## src/rtl/fwsr_pkg.sv

```systemverilog
`timescale 1ns/1ps
package fwsr_pkg;
  typedef enum logic {OP_PROG = 1'b0, OP_ERASE = 1'b1} opKind_t;
  typedef enum logic [1:0] {ST_IDLE, ST_BUSY, ST_SETTLE} ctrlState_t;

  // strobes from control to datapath
  typedef struct packed {
    logic latchOp;   // capture operation, restart toggle
    logic commitOp;  // apply operation to array model
    logic opActive;  // operation in progress
    logic rdArray;   // plain array read
    logic rdStatus;  // status read while busy
    logic rdSettle;  // first read after completion
  } ctrlStb_t;
endpackage

```

## src/rtl/fwsr_ctrl.sv

```systemverilog
`timescale 1ns/1ps
module fwsr_ctrl
  import fwsr_pkg::*;
#(
  parameter int CNT_W = 16
) (
  input  logic             clk,
  input  logic             rstN,
  input  logic             opStart,
  input  logic [CNT_W-1:0] durCycles,
  input  logic             rdStb,
  output ctrlStb_t         stb,
  output logic             busy
);
  localparam logic [CNT_W-1:0] ONE = {{(CNT_W-1){1'b0}}, 1'b1};

  ctrlState_t state, stateNxt;
  logic [CNT_W-1:0] remCnt, remNxt;
  logic startOk;
  logic lastCycle;

  assign startOk   = opStart && (state != ST_BUSY);
  assign lastCycle = (state == ST_BUSY) && (remCnt == ONE);

  always_comb begin
    stateNxt = state;
    remNxt   = remCnt;
    unique case (state)
      ST_IDLE: begin
        if (startOk) begin
          stateNxt = ST_BUSY;
          remNxt   = (durCycles == '0) ? ONE : durCycles;
        end
      end
      ST_BUSY: begin
        if (lastCycle) stateNxt = ST_SETTLE;
        else           remNxt   = remCnt - ONE;
      end
      ST_SETTLE: begin
        if (startOk) begin
          stateNxt = ST_BUSY;
          remNxt   = (durCycles == '0) ? ONE : durCycles;
        end else if (rdStb) begin
          stateNxt = ST_IDLE;
        end
      end
      default: stateNxt = ST_IDLE;
    endcase
  end

  always_ff @(posedge clk) begin
    if (!rstN) begin
      state  <= ST_IDLE;
      remCnt <= '0;
    end else begin
      state  <= stateNxt;
      remCnt <= remNxt;
    end
  end

  always_comb begin
    stb.latchOp  = startOk;
    stb.commitOp = lastCycle;
    stb.opActive = (state == ST_BUSY);
    stb.rdArray  = rdStb && (state == ST_IDLE);
    stb.rdStatus = rdStb && (state == ST_BUSY);
    stb.rdSettle = rdStb && (state == ST_SETTLE);
  end

  assign busy = (state == ST_BUSY);

  // busy drops right after the last counted cycle
  p_busy_end_r7: assert property (@(posedge clk) disable iff (!rstN)
    (busy && remCnt == ONE) |=> !busy);
  // busy keeps going while cycles remain
  p_busy_hold_r7: assert property (@(posedge clk) disable iff (!rstN)
    (busy && remCnt != ONE) |=> busy);
  // a start while busy is not taken
  p_start_ignored_r8: assert property (@(posedge clk) disable iff (!rstN)
    (busy && opStart) |-> !stb.latchOp);
  // read classes are exclusive
  p_rd_onehot_r2: assert property (@(posedge clk) disable iff (!rstN)
    $onehot0({stb.rdArray, stb.rdStatus, stb.rdSettle}));
endmodule

```

## src/rtl/fwsr_datapath.sv

```systemverilog
`timescale 1ns/1ps
module fwsr_datapath
  import fwsr_pkg::*;
#(
  parameter int DATA_W = 16,
  parameter int ADDR_W = 4
) (
  input  logic              clk,
  input  logic              rstN,
  input  ctrlStb_t          stb,
  input  logic              opErase,
  input  logic [ADDR_W-1:0] opAddr,
  input  logic [DATA_W-1:0] opWord,
  input  logic [ADDR_W-1:0] rdAddr,
  output logic              rdValid,
  output logic [DATA_W-1:0] rdData
);
  localparam int DEPTH   = 1 << ADDR_W;
  localparam int POLL_B  = 7;
  localparam int TOG_B   = 6;

  opKind_t           kindQ;
  logic [ADDR_W-1:0] addrQ;
  logic [DATA_W-1:0] wordQ;
  logic              toggleQ;
  logic [DATA_W-1:0] mem [DEPTH];

  logic [DATA_W-1:0] arrayWord;
  logic [DATA_W-1:0] statusWord;
  logic [DATA_W-1:0] settleWord;
  logic              pollBit;

  // operation capture
  always_ff @(posedge clk) begin
    if (!rstN) begin
      kindQ <= OP_PROG;
      addrQ <= '0;
      wordQ <= '0;
    end else if (stb.latchOp) begin
      kindQ <= opErase ? OP_ERASE : OP_PROG;
      addrQ <= opAddr;
      wordQ <= opWord;
    end
  end

  // toggle bit: restarts per operation, advances per busy read
  always_ff @(posedge clk) begin
    if (!rstN)             toggleQ <= 1'b0;
    else if (stb.latchOp)  toggleQ <= 1'b0;
    else if (stb.rdStatus) toggleQ <= ~toggleQ;
  end

  // array register model
  for (genvar gi = 0; gi < DEPTH; gi++) begin : g_word
    always_ff @(posedge clk) begin
      if (!rstN) begin
        mem[gi] <= '1;
      end else if (stb.commitOp) begin
        if (kindQ == OP_ERASE)
          mem[gi] <= '1;
        else if (addrQ == ADDR_W'(gi))
          mem[gi] <= mem[gi] & wordQ;
      end
    end
  end

  assign arrayWord = mem[rdAddr];
  assign pollBit   = (kindQ == OP_PROG) ? ~wordQ[POLL_B] : 1'b0;

  always_comb begin
    statusWord         = '0;
    statusWord[POLL_B] = pollBit;
    statusWord[TOG_B]  = ~toggleQ;
    settleWord         = '0;
    settleWord[POLL_B] = arrayWord[POLL_B];
  end

  // read response register
  always_ff @(posedge clk) begin
    if (!rstN) begin
      rdValid <= 1'b0;
      rdData  <= '0;
    end else begin
      rdValid <= stb.rdArray | stb.rdStatus | stb.rdSettle;
      if (stb.rdStatus)      rdData <= statusWord;
      else if (stb.rdSettle) rdData <= settleWord;
      else if (stb.rdArray)  rdData <= arrayWord;
    end
  end

  // a response follows each strobe and only a strobe
  p_rd_latency_r2: assert property (@(posedge clk) disable iff (!rstN)
    (stb.rdArray | stb.rdStatus | stb.rdSettle) |=> rdValid);
  p_no_stray_r2: assert property (@(posedge clk) disable iff (!rstN)
    !(stb.rdArray | stb.rdStatus | stb.rdSettle) |=> !rdValid);
  // status word carries nothing outside bits 7 and 6
  p_status_pad_r4: assert property (@(posedge clk) disable iff (!rstN)
    stb.rdStatus |=> (rdData[DATA_W-1:8] == '0 && rdData[5:0] == '0));
  // erase polling bit is low while busy
  p_erase_poll_r5: assert property (@(posedge clk) disable iff (!rstN)
    (stb.rdStatus && kindQ == OP_ERASE) |=> !rdData[POLL_B]);
  // captured operation stays put while active
  p_kind_stable_r8: assert property (@(posedge clk) disable iff (!rstN)
    (stb.opActive && !stb.commitOp) |=> ($stable(kindQ) && $stable(wordQ) && $stable(addrQ)));
  // settle read shows only bit 7
  p_settle_pad_r11: assert property (@(posedge clk) disable iff (!rstN)
    stb.rdSettle |=> (rdData[DATA_W-1:8] == '0 && rdData[6:0] == '0));
endmodule

```

## src/rtl/flash_wstatus_resp.sv

```systemverilog
`timescale 1ns/1ps
module flash_wstatus_resp
  import fwsr_pkg::*;
#(
  parameter int DATA_W = 16,
  parameter int ADDR_W = 4,
  parameter int CNT_W  = 16
) (
  input  logic              clk,
  input  logic              rstN,
  input  logic              opStart,
  input  logic              opErase,
  input  logic [ADDR_W-1:0] opAddr,
  input  logic [DATA_W-1:0] opWord,
  input  logic [CNT_W-1:0]  durCycles,
  input  logic              rdStb,
  input  logic [ADDR_W-1:0] rdAddr,
  output logic              busy,
  output logic              rdValid,
  output logic [DATA_W-1:0] rdData
);
  ctrlStb_t stb;

  fwsr_ctrl #(.CNT_W(CNT_W)) u_ctrl (
    .clk(clk), .rstN(rstN), .opStart(opStart), .durCycles(durCycles),
    .rdStb(rdStb), .stb(stb), .busy(busy)
  );

  fwsr_datapath #(.DATA_W(DATA_W), .ADDR_W(ADDR_W)) u_dp (
    .clk(clk), .rstN(rstN), .stb(stb), .opErase(opErase), .opAddr(opAddr),
    .opWord(opWord), .rdAddr(rdAddr), .rdValid(rdValid), .rdData(rdData)
  );
endmodule

```

## config.mk

```make
export PLATFORM = sky130hd
export DESIGN_NAME = flash_wstatus_resp
export DESIGN_NICKNAME = d
export VERILOG_FILES = /design/src/rtl/fwsr_pkg.sv /design/src/rtl/fwsr_ctrl.sv /design/src/rtl/fwsr_datapath.sv /design/src/rtl/flash_wstatus_resp.sv
export SDC_FILE = /design/constraint.sdc
export NUM_CORES = 1
export LEC_CHECK = 0
export BUFFER_PORTS_ARGS = -buffer_cell sky130_fd_sc_hd__buf_4
export CORE_MARGIN = 2
export CORE_UTILIZATION = 48
export CTS_CLUSTER_SIZE = 16
export DETAILED_ROUTE_END_ITERATION = 10
export HOLD_SLACK_MARGIN = 0.12
export PLACE_DENSITY = 0.65
export SLEW_MARGIN = 30
export SYNTH_ARGS = -nofsm -noshare
export SYNTH_HDL_FRONTEND = slang
export SYNTH_HIERARCHICAL = 1
export SYNTH_SLANG_ARGS = --single-unit
export TNS_END_PERCENT = 50
```

## constraint.sdc

```tcl
create_clock -name clk -period 4 [get_ports clk]
set_clock_uncertainty 0.1 [all_clocks]
set_input_delay 0.6 -clock clk [delete_from_list [all_inputs] [get_ports clk]]
set_output_delay 0.6 -clock clk [all_outputs]
set_load 0.02 [all_outputs]
```

# Word-level counts from Yosys, hierarchy flattened
# Memory sizes are Yosys's and may differ from the RTL's.
# Index checks and enable logic that the tools add are counted.
word_totals:
  input_bits: 45
  word_cells: 234
  output_inout_bits: 18
  reg_bits: 57
  ram_bits: 256
  memories: 1
classes:
  bitwise: 53
  muxes: 131
  n_eq_ne: 24
  addsub: 1
  reduce_logical: 15
mem_list:
  columns: ["memory", "words", "word_bits", "rd", "rd_ports_with_merged_regs", "wr", "line_no", "text"]
  rows:
  - ["u_dp.mem", 16, 16, 17, 0, 16, "fwsr_datapath.sv:26", "logic [DATA_W-1:0] mem [DEPTH];"]
op_table:
  columns: ["op", "n"]
  rows:
  - ["16-bit 2-to-1 mux", 35]
  - ["16-bit AND", 16]
  - ["1-bit 2-to-1 mux", 87]
  - ["1-bit OR", 34]
  - ["4-bit equality test (second input constant)", 8]
  - ["16-bit one-hot mux with 2 select lines", 1]
  - ["8-bit 2-to-1 mux", 3]
  - ["16-bit by 1-bit equality test with 1-bit output (second input constant)", 1]
  - ["4-bit by 3-bit equality test with 1-bit output (second input constant)", 4]
  - ["16-bit zero test", 1]
  - ["16-bit by 1-bit subtractor with 16-bit output (second input constant)", 1]
  - ["4-bit by 2-bit equality test with 1-bit output (second input constant)", 2]
  - ["2-bit 2-to-1 mux", 4]
  - ["2-bit by 1-bit != test with 1-bit output (second input constant)", 4]
  - ["2-bit one-hot mux with 3 select lines", 1]
  - ["3-bit AND reduction", 2]
  - ["1-bit logical AND", 5]
  - ["4-bit by 1-bit equality test with 1-bit output (second input constant)", 1]
  - ["4-bit zero test", 1]
  - ["2-bit OR reduction", 2]
  - ["3-bit by 2-bit != test with 1-bit output (second input constant)", 1]
  - ["1-bit inverter", 3]
  - ["3-bit nonzero test", 1]
  - ["3-bit OR reduction", 1]
  - ["other kinds (5)", 5]

# Depth between registers and ports, before layout
depth:
  depth_word: 7
  mapped_depth: 11
  mapped_depth_nobuf: 9

# Modules after synthesis
# Netlist, hierarchy kept.
modules_own_cells:
  columns: ["mod", "seq_area_each_um2", "area_each_um2", "n_inst", "cells_each"]
  rows:
  - ["fwsr_datapath", 8468.1, 13439.1, 1, 1055]
  - ["fwsr_ctrl", 360.3, 1249.9, 1, 156]

# Worst setup path before layout
# No wires, ideal clock.
synth_path:
  kind: "flip-flop to flip-flop"
  from: "reg u_ctrl.remCnt[7]"
  to: "mem u_dp.mem[7][0], enable pin"
  arrival_ns: 2.603
  n_path_buf: 2
  synth_period_minus_slack_ns: 3.074
  path_slack_ns: 0.926
  t_required_ns: 3.528
  path_stages_with_launch: 11
  setup_time_ns: 0.372
  path_cell_list: "dfxtp_1 -> nor4_4 -> and2_1 -> nand3_1 -> nor2_1 -> buf_4 -> nand3_1 -> nor3_1 -> nand3_1 -> clkbuf_1 -> nand2_1"
synth_lines:
  columns: ["item", "line_no", "text"]
  rows:
  - ["start, declared", "fwsr_ctrl.sv:18", "logic [CNT_W-1:0] remCnt, remNxt;"]
  - ["start signal, assigned", "fwsr_ctrl.sv:57", "remCnt <= remNxt;"]
  - ["end, declared", "fwsr_datapath.sv:26", null]

==> summary.md <==
| Metric | Value |
|---|---|
| Met2 Use GR | 0.392 |
| Pleak | 5.07 nW |
| Type of the most critical hold path | primary input to register |
| Placed standard-cell area | 15500 µm² |
| Detailed Place HPWL | 24.2 mm |
| Antenna viol nets, final | 0 |
| Worst EP arrival | 3.46 ns |
| GR Util met1 | 0.324 |
| Die H | 179 µm |
| 1st-pass router iterations | 5 |
| Die width | 179 µm |
| Hold Vio Cnt, Final | 0 |
| Syn Area/Cell | 12.1 µm² |
| IO Port Bufs | 62 |
| Worst setup SP type | register |
| F_max | 297 MHz |
| Final cell count without fillers | 1675 |
| Cell Rows | 64 |
| Wire per inst | 21.8 µm |
| Clk slew on worst S/H paths | 0.06 ns |
| Syn_nets | 1257 |
| Top-level I/O count | 63 |
| Required time of the critical path | 4.09 ns |
| CP Launch Point | u_ctrl/remCnt[7]$_SDFFE_PN0P_ |
| Deepest level of the CTS H-tree | 2 |
| Global routing's busiest layer | met2 |
| Final Net Count | 1300 |
| Root Driver | clkbuf_16 |
| IR drop worst, VDD | 0.269 mV |
| Hold Slack | 0.234 ns |
| Setup bufs post-CTS | 0 |
| Largest net degree at the start of global routing | 49 |
| Final setup viols | 0 |
| GRT overflow | 0 |
| Total Routing Usage GR | 0.236 |
| Crit share post-route | 0.843 |
| Tmin final | 3.37 ns |
| TritonCTS Buffers | 35 |
| Post-cts gate resize count | 0 |
| Yosys warnings | 6 |
| Worst slew pin tran | 0.916 ns |
| Setup_tns | 0 ns |
| # diodes | 0 |
| Hold-fix buffers, CTS | 0 |
| Status | completed |
| Total Routed Length | 36.6 mm |
| Drt initial violations | 939 |
| Syn Inst Count | 1210 |
| Vias/cell | 5.83 |
| Hold Path Origin | opWord[10] |
| Via count | 9773 |
| Max Root-Sink Buffers | 3 |
| WS Path Type | register to register |
| Met3 usage | 0.0365 |
| DRC | 0 |
| TritonCTS clock tree | yes |
| MaxCap Viol Count | 0 |
| Placed cells | 1612 |
| Fin area | 16700 µm² |
| Final Max Slew Viols | 0 |
| Most common cell after layout, fill and taps aside | nand2_1 |
| Die outline area | 32000 µm² |
| Pwr dens | 456 nW/µm² |
| Total power | 7.63 mW |
| FF-to-FF Start | u_ctrl/remCnt[7]$_SDFFE_PN0P_ |
| Final WS setup | 0.630 ns |
| First-pass GRT wire length | 57.1 mm |
| Worst-Skew Late Latency | 0.53 ns |
| Area growth, synth to finish | 14.0% |
| Worst rel slew slack | 0.383 |
| Vias in the first global route | 9758 |
| CP Capture Type | register |
| Most frequent cells in the layout | nand2_1 (303), edfxtp_1 (256), a21o_1 (129) |
| Antenna violations before repair | 0 |
| Share of cells above drive strength 1 | 0.162 |
| Pre-CTS setup slack | 0.658 ns |
| Starting Density | 0.484 |
| Mapped cell area | 14700 µm² |
| RSZ-0062 raised after global routing | false |
| Worst-path fanout max | 17 |
| Clock Sinks | 313 |
| Core area | 30300 µm² |
| Final GP Congestion | 0.800 |
| Post-layout util | 0.552 |
==> critical path, stage by stage (launching register included) <==
cell and delay (ns):
dfxtp_1 0.36, nor4_4 0.46, and2_1 0.25, nand3_1 0.08
nor2_1 0.33, nand3_1 0.22, nor3_1 0.48, nand3_1 0.15
buf_4 0.24, nand2_1 0.09, buf_4 0.27
==> layout make-up <==
class	count	area, µm²
Fill cell	2515	13600
Sequential cell	313	8830
Multi-Input combinational cell	797	5420
Clock buffer	51	1050
Timing Repair Buffer	99	756
Tap cell	396	495
Clock inverter	12	169
Inverter	7	26.3
==> routing by layer <==
layer	part of all wire	vias to the layer above
met5	0	-
met3	0.055	62
met4	0.025	0
met2	0.49	267
li1	-	4534
met1	0.43	4910
==> path summary, 6_finish.rpt <==
check	cells past startpoint	slack [ns]	to
worst max-delay path	10	0.63	u_dp/mem[7][9]$_SDFFCE_PN1P_
worst min-delay path	3	0.23	u_dp/wordQ[10]$_SDFFE_PN0P_
worst max register to register	10	0.63	u_dp/mem[7][9]$_SDFFCE_PN1P_
worst min register to register	2	0.37	u_dp/rdData[0]$_SDFFE_PP0P_
==> power by group <==
group | leakage [nW] | internal (mW) | switching (mW)
combinational | 2.26 | 0.225 | 0.338
sequential | 2.22 | 3.57 | 0.122
clock | 0.599 | 2.09 | 1.29
total | 5.07 | 5.88 | 1.75
==> state kept, by name, summed over array words and instances, names as in the netlist <==
| name | cells |
|---|---|
| u_dp/mem | 256 |
| u_ctrl/state | 2 |
| u_dp/addrQ | 4 |
| u_dp/kindQ | 1 |
| u_dp/rdValid | 1 |
| u_dp/wordQ | 16 |
| u_ctrl/remCnt | 16 |
| u_dp/rdData | 16 |
| u_dp/toggleQ | 1 |
No activity file was read; power rests on OpenSTA's default activity.
